==> src/rtl/crc7_pkg.sv <==
package crc7_pkg;
    localparam int CRC_W = 7;
    localparam logic [CRC_W-1:0] CRC_POLY = 7'h09;

    typedef logic [CRC_W-1:0] crc_t;

    typedef enum logic [2:0] {
        PH_SKIP,
        PH_COVER,
        PH_CRC,
        PH_END,
        PH_DONE
    } phase_t;
endpackage

==> src/rtl/crc7_phase_ctr.sv <==
module crc7_phase_ctr
    import crc7_pkg::*;
#(
    parameter int SHORT_LEN = 48,
    parameter int LONG_LEN  = 136,
    parameter int LONG_SKIP = 8,
    parameter int IW        = $clog2(CRC_W)
) (
    input  logic          clk,
    input  logic          rst,
    input  logic          clr,
    input  logic          bit_vld,
    input  logic          long_frm,
    output phase_t        phase,
    output logic [IW-1:0] crc_idx
);
    localparam int PW = $clog2(LONG_LEN + 1);
    localparam logic [PW-1:0] S_LEN  = PW'(SHORT_LEN);
    localparam logic [PW-1:0] L_LEN  = PW'(LONG_LEN);
    localparam logic [PW-1:0] S_FLD  = PW'(SHORT_LEN - CRC_W - 1);
    localparam logic [PW-1:0] L_FLD  = PW'(LONG_LEN - CRC_W - 1);
    localparam logic [PW-1:0] L_SKIP = PW'(LONG_SKIP);

    logic          long_q;
    logic [PW-1:0] pos;
    logic [PW-1:0] len_w;
    logic [PW-1:0] fld_w;
    logic [PW-1:0] skip_w;

    always_comb begin
        len_w  = long_q ? L_LEN  : S_LEN;
        fld_w  = long_q ? L_FLD  : S_FLD;
        skip_w = long_q ? L_SKIP : '0;
        if (pos >= len_w)
            phase = PH_DONE;
        else if (pos == len_w - 1'b1)
            phase = PH_END;
        else if (pos >= fld_w)
            phase = PH_CRC;
        else if (pos < skip_w)
            phase = PH_SKIP;
        else
            phase = PH_COVER;
    end

    always_ff @(posedge clk) begin
        if (rst) begin
            long_q  <= 1'b0;
            pos     <= '0;
            crc_idx <= '0;
        end else if (clr) begin
            long_q  <= long_frm;
            pos     <= '0;
            crc_idx <= '0;
        end else if (bit_vld && phase != PH_DONE) begin
            pos <= pos + 1'b1;
            if (phase == PH_CRC)
                crc_idx <= crc_idx + 1'b1;
        end
    end
endmodule

==> src/rtl/crc7_lfsr.sv <==
module crc7_lfsr
    import crc7_pkg::*;
(
    input  logic clk,
    input  logic rst,
    input  logic clr,
    input  logic shift_en,
    input  logic bit_in,
    output crc_t crc_q
);
    logic fb;
    crc_t nxt;

    assign fb = bit_in ^ crc_q[CRC_W-1];

    generate
        for (genvar g = 0; g < CRC_W; g++) begin : g_tap
            if (g == 0) begin : g_in
                assign nxt[g] = fb;
            end else if (CRC_POLY[g]) begin : g_xor
                assign nxt[g] = crc_q[g-1] ^ fb;
            end else begin : g_pass
                assign nxt[g] = crc_q[g-1];
            end
        end
    endgenerate

    always_ff @(posedge clk) begin
        if (rst || clr)
            crc_q <= '0;
        else if (shift_en)
            crc_q <= nxt;
    end
endmodule

==> src/rtl/crc7_cmp.sv <==
module crc7_cmp (
    input  logic clk,
    input  logic rst,
    input  logic clr,
    input  logic chk_en,
    input  logic end_en,
    input  logic tx_q,
    input  logic bit_in,
    input  logic exp_bit,
    output logic crc_ok
);
    logic mism;

    always_ff @(posedge clk) begin
        if (rst || clr) begin
            mism   <= 1'b0;
            crc_ok <= 1'b0;
        end else begin
            if (chk_en && (bit_in != exp_bit))
                mism <= 1'b1;
            if (end_en)
                crc_ok <= !tx_q && !mism;
        end
    end
endmodule

==> src/rtl/crc7_frame_unit.sv <==
module crc7_frame_unit
    import crc7_pkg::*;
#(
    parameter int SHORT_LEN = 48,
    parameter int LONG_LEN  = 136,
    parameter int LONG_SKIP = 8
) (
    input  logic             clk,
    input  logic             rst,
    input  logic             clr,
    input  logic             bit_vld,
    input  logic             bit_in,
    input  logic             long_frm,
    input  logic             tx_mode,
    output logic [CRC_W-1:0] crc_val,
    output logic             crc_out,
    output logic             crc_ok
);
    localparam int IW = $clog2(CRC_W);

    phase_t        phase;
    logic [IW-1:0] crc_idx;
    logic [IW-1:0] sel;
    logic          tx_q;
    crc_t          crc_q;
    logic          exp_bit;

    always_ff @(posedge clk) begin
        if (rst)
            tx_q <= 1'b0;
        else if (clr)
            tx_q <= tx_mode;
    end

    crc7_phase_ctr #(
        .SHORT_LEN(SHORT_LEN),
        .LONG_LEN (LONG_LEN),
        .LONG_SKIP(LONG_SKIP),
        .IW       (IW)
    ) u_pos (
        .clk     (clk),
        .rst     (rst),
        .clr     (clr),
        .bit_vld (bit_vld),
        .long_frm(long_frm),
        .phase   (phase),
        .crc_idx (crc_idx)
    );

    crc7_lfsr u_lfsr (
        .clk     (clk),
        .rst     (rst),
        .clr     (clr),
        .shift_en(bit_vld && phase == PH_COVER),
        .bit_in  (bit_in),
        .crc_q   (crc_q)
    );

    assign sel     = IW'(CRC_W - 1) - crc_idx;
    assign exp_bit = crc_q[sel];

    crc7_cmp u_cmp (
        .clk    (clk),
        .rst    (rst),
        .clr    (clr),
        .chk_en (bit_vld && phase == PH_CRC),
        .end_en (bit_vld && phase == PH_END),
        .tx_q   (tx_q),
        .bit_in (bit_in),
        .exp_bit(exp_bit),
        .crc_ok (crc_ok)
    );

    assign crc_val = crc_q;
    assign crc_out = tx_q && (phase == PH_CRC) && exp_bit;
endmodule

==> config.mk <==
export PLATFORM = sky130hd
export DESIGN_NAME = crc7_frame_unit
export DESIGN_NICKNAME = d
export VERILOG_FILES = /design/src/rtl/crc7_pkg.sv /design/src/rtl/crc7_phase_ctr.sv /design/src/rtl/crc7_lfsr.sv /design/src/rtl/crc7_cmp.sv /design/src/rtl/crc7_frame_unit.sv
export SDC_FILE = /design/constraint.sdc
export NUM_CORES = 1
export LEC_CHECK = 0
export BUFFER_PORTS_ARGS = -buffer_cell sky130_fd_sc_hd__buf_2
export CAP_MARGIN = 5
export CORE_AREA = 2 2 55 52
export DETAILED_ROUTE_END_ITERATION = 10
export DIE_AREA = 0 0 57 54
export GPL_ROUTABILITY_DRIVEN = 0
export PLACE_DENSITY = 0.74
export SLEW_MARGIN = 20
export SYNTH_ARGS = -nofsm -noshare
export SYNTH_HDL_FRONTEND = slang
export SYNTH_HIERARCHICAL = 1
export SYNTH_SLANG_ARGS = --single-unit
==> constraint.sdc <==
create_clock -name clk -period 3.3 [get_ports clk]
set_input_delay 0.165 -clock clk [delete_from_list [all_inputs] [get_ports clk]]
set_output_delay 0.165 -clock clk [all_outputs]
set_load 0.05 [all_outputs]
==> results.md <==
- Clock tree sinks: 22
- Register area share after synthesis: 32.23%
- Pleak: 0.0006300 uW
- Placed Instances: 191
- Synth Warn #: 6
- PnR Total Power: between 400 and 500 uW
- Worst slew pin tran: approximately 0.36 ns
- Core ar.: between 2000 and 3000 um2
- HP Class: in2reg
- Final worst path period share: 95.02%
- Data required time of the worst path: 3.13 ns
- Pin count of the biggest net entering global routing: 13
- Reg area: around 450 um2
- Detailed placement HPWL: 2.042 mm
- Layout cells sized above 1: 20.00%
- GRT Total Usage: 18.32%
- Number of max-cap violations: 0
- Max FO, Critical Path: 5
- Root Buffer: clkbuf_4
- Status: complete, no violations
- FP Rows: 18
- CTS tree: done
- Most frequent cells in the layout: nor2_1 (24), dfxtp_1 (20), buf_2 (14)
- Global-route wire length before repair: 4.464 mm
- Die extent in x: 57 um
- Initial Utilization: between 50% and 60%
- Slew HR: approximately three quarters
- Syn nets: 170
- Total wire length: 2.568 mm
- Fill cell count: 257
- Finished Layout Cells: roughly 200
- Peak supply drop: 0.0002967 V
- Area of the multi-input gates: between 800 and 900 um2
- Number of synthesized register bits: 22
- Post-synth top area share: roughly a third
- Clk slew on worst S/H paths: between 0.1 and 0.15 ns
- Mean Syn Cell Area: 8.872 um2
- Max Root-Sink Buffers: 2
- Final setup violation count: 0
- Post-route ant nets: 0
- TritonCTS buffer count: 3
- P&R area growth vs syn: 7.967%
- Crit path to: crc_out
- Cts hold-fix bufs: 0
- Power Density: 322.4 nW/um2
- TNS Setup: 0 ns
- RSZ-0062 raised after global routing: no
- Synth cell types: 47
- DRC: 0
- Die area: 3078 um2
- H-tree levels: 1
- Reg-to-reg slack, setup: 0.64 ns
- Vias in the first global route: 1034
- Routed vias/inst: 5.697
- IO buf count: 15
- Slew Limit Fails: 0
- First DRT Iteration DRCs: 25
- N_diodes: 0
- Most common cell after layout, fill and taps aside: nor2_1
- Final Hold Fails: 0
- Ports: 16
- Worst Clk Skew: 0.004889 ns
- Initial antenna violation count: 0
- Nets@finish: 182
- Die Ht: 54 um
- DRT Pass-1 Iters: 4
- Area contributors post-synth: dfxtp_1 (32%), ha_1 (8.2%), nor2_1 (6.6%), mux2i_1 (5.9%), xnor2_1 (5.8%)
- Worst setup path class: reg2out
- Post-synth top area cell: dfxtp_1
- CP Capture Type: output pin
- Ys flop type: dfxtp_1
- Arrival time worst endpoint: about 3.0 ns
- Mean routed wirelength per cell: 13.17 um
- Max Fclk: 0.3189 GHz
- Critical Path Source Type: flip-flop
- Worst skew pair latency: around 0.3 ns
- Share of synthesized registers carrying an async set or reset: 0%
- R2R Path Start: u_pos/long_q
- Grt ovf: 0
- FF-to-FF path depth: 9
- RR Endpoint: u_lfsr/crc_q[3]
- Critical Path Source: u_pos/long_q
- Synthesized cell area: 1366 um2
- Fin crit period: 3.135 ns
- Post-Syn Instances: 154
- Vias: 1111
- Post-synth EDFFs: 0
==> sequential cells by signal (all words and copies together), names as in the netlist <==
register	count
tx_q	1
u_pos/crc_idx	3
u_cmp/mism	1
u_pos/pos	8
u_cmp/crc_ok	1
u_lfsr/crc_q	7
u_pos/long_q	1
==> worst max-delay path: stages, from the launching register on <==
cell	delay (ns)
dfxtp_2	0.39
inv_1	0.07
ha_1	0.31
or4b_1	0.45
a31o_1	0.26
and2_2	0.19
nand2_1	0.05
a21oi_1	0.09
or4bb_1	0.53
nor3_2	0.14
buf_6	0.18
==> metal layers <==
| metal | part of all wire [%] | track usage [%] |
|---|---|---|
| met1 | 47 | 23.59 |
| met2 | 49 | 32.18 |
| met3 | 3.2 | 2.644 |
| met4 | 0.58 | 5.426 |
| met5 | 0 | 0 |
==> metrics by stage <==
stage | area, um2 | util (%) | setup slack (ns) | hold WS, ns
detailed placement | 1428 | 55.60 | 0.3803 | 0.4295
global route | 1475 | 57.46 | 0.005055 | 0.1211
floorplan | 1366 | - | 0.07911 | 0.2374
CTS | 1464 | 57.02 | 0.01371 | 0.1135
global placement | 1428 | 55.60 | 0.4325 | 0.3995
finish | 1475 | 57.46 | 0.1645 | 0.1213
==> synthesized netlist by cell type, types with 2 or more instances <==
cell	number
xnor2_1	9
buf_2	2
nand3b_1	2
nand4_1	2
nor3_1	2
nand2_1	8
o21a_1	2
a211o_1	3
nor3b_1	2
dfxtp_1	22
nand3_1	4
mux2i_1	8
buf_4	5
a41o_1	2
nor2_1	24
nor2b_1	2
a21oi_1	5
ha_1	9
inv_1	9
nor4_1	4
or4b_1	2
==> how the worst min path moves through the flow <==
stage	start	end	slack (ns)	cells past startpoint
final	tx_mode	tx_q	0.12	3
after CTS	tx_mode	tx_q	0.11	3
after global placement	tx_mode	tx_q	0.40	3
after detailed placement	tx_mode	tx_q	0.43	3
after floorplan	rst	tx_q	0.24	1
after global routing	long_frm	u_pos/long_q	0.12	3
==> final cells by class <==
cell class                 count  area share, %
clock buffer                   4          2.460
inverter                       9          2.290
multi-input combinational    113          55.98
sequential                    22          30.20
tap                           30          2.545
timing repair buffer          17          6.531
==> repair_timing <==
action,4_1_cts,5_1_grt
gates resized for setup,0,6
endpoints found under the setup margin,0,1
hold endpoints to repair,0,0
buffers inserted,0,0
==> kinds of logic (layout without fill, tap and decap cells) <==
kind of cell,Yosys count,count (layout),synth area share (%)
simple gates,64,64,25.46
compound gates,21,21,12.82
flops,22,22,32.23
xor+xnor,10,10,6.411
mux,9,9,7.509
fa+ha+maj,9,9,8.242
buf+inv,19,30,7.326
==> power breakdown <==
group          total (uW)  switching [uW]  internal, uW
logic                58.4            35.2          23.2
clock network         144            76.9          67.2
registers             273            4.31           269
Note: power is estimated with default switching activity, not from simulation.
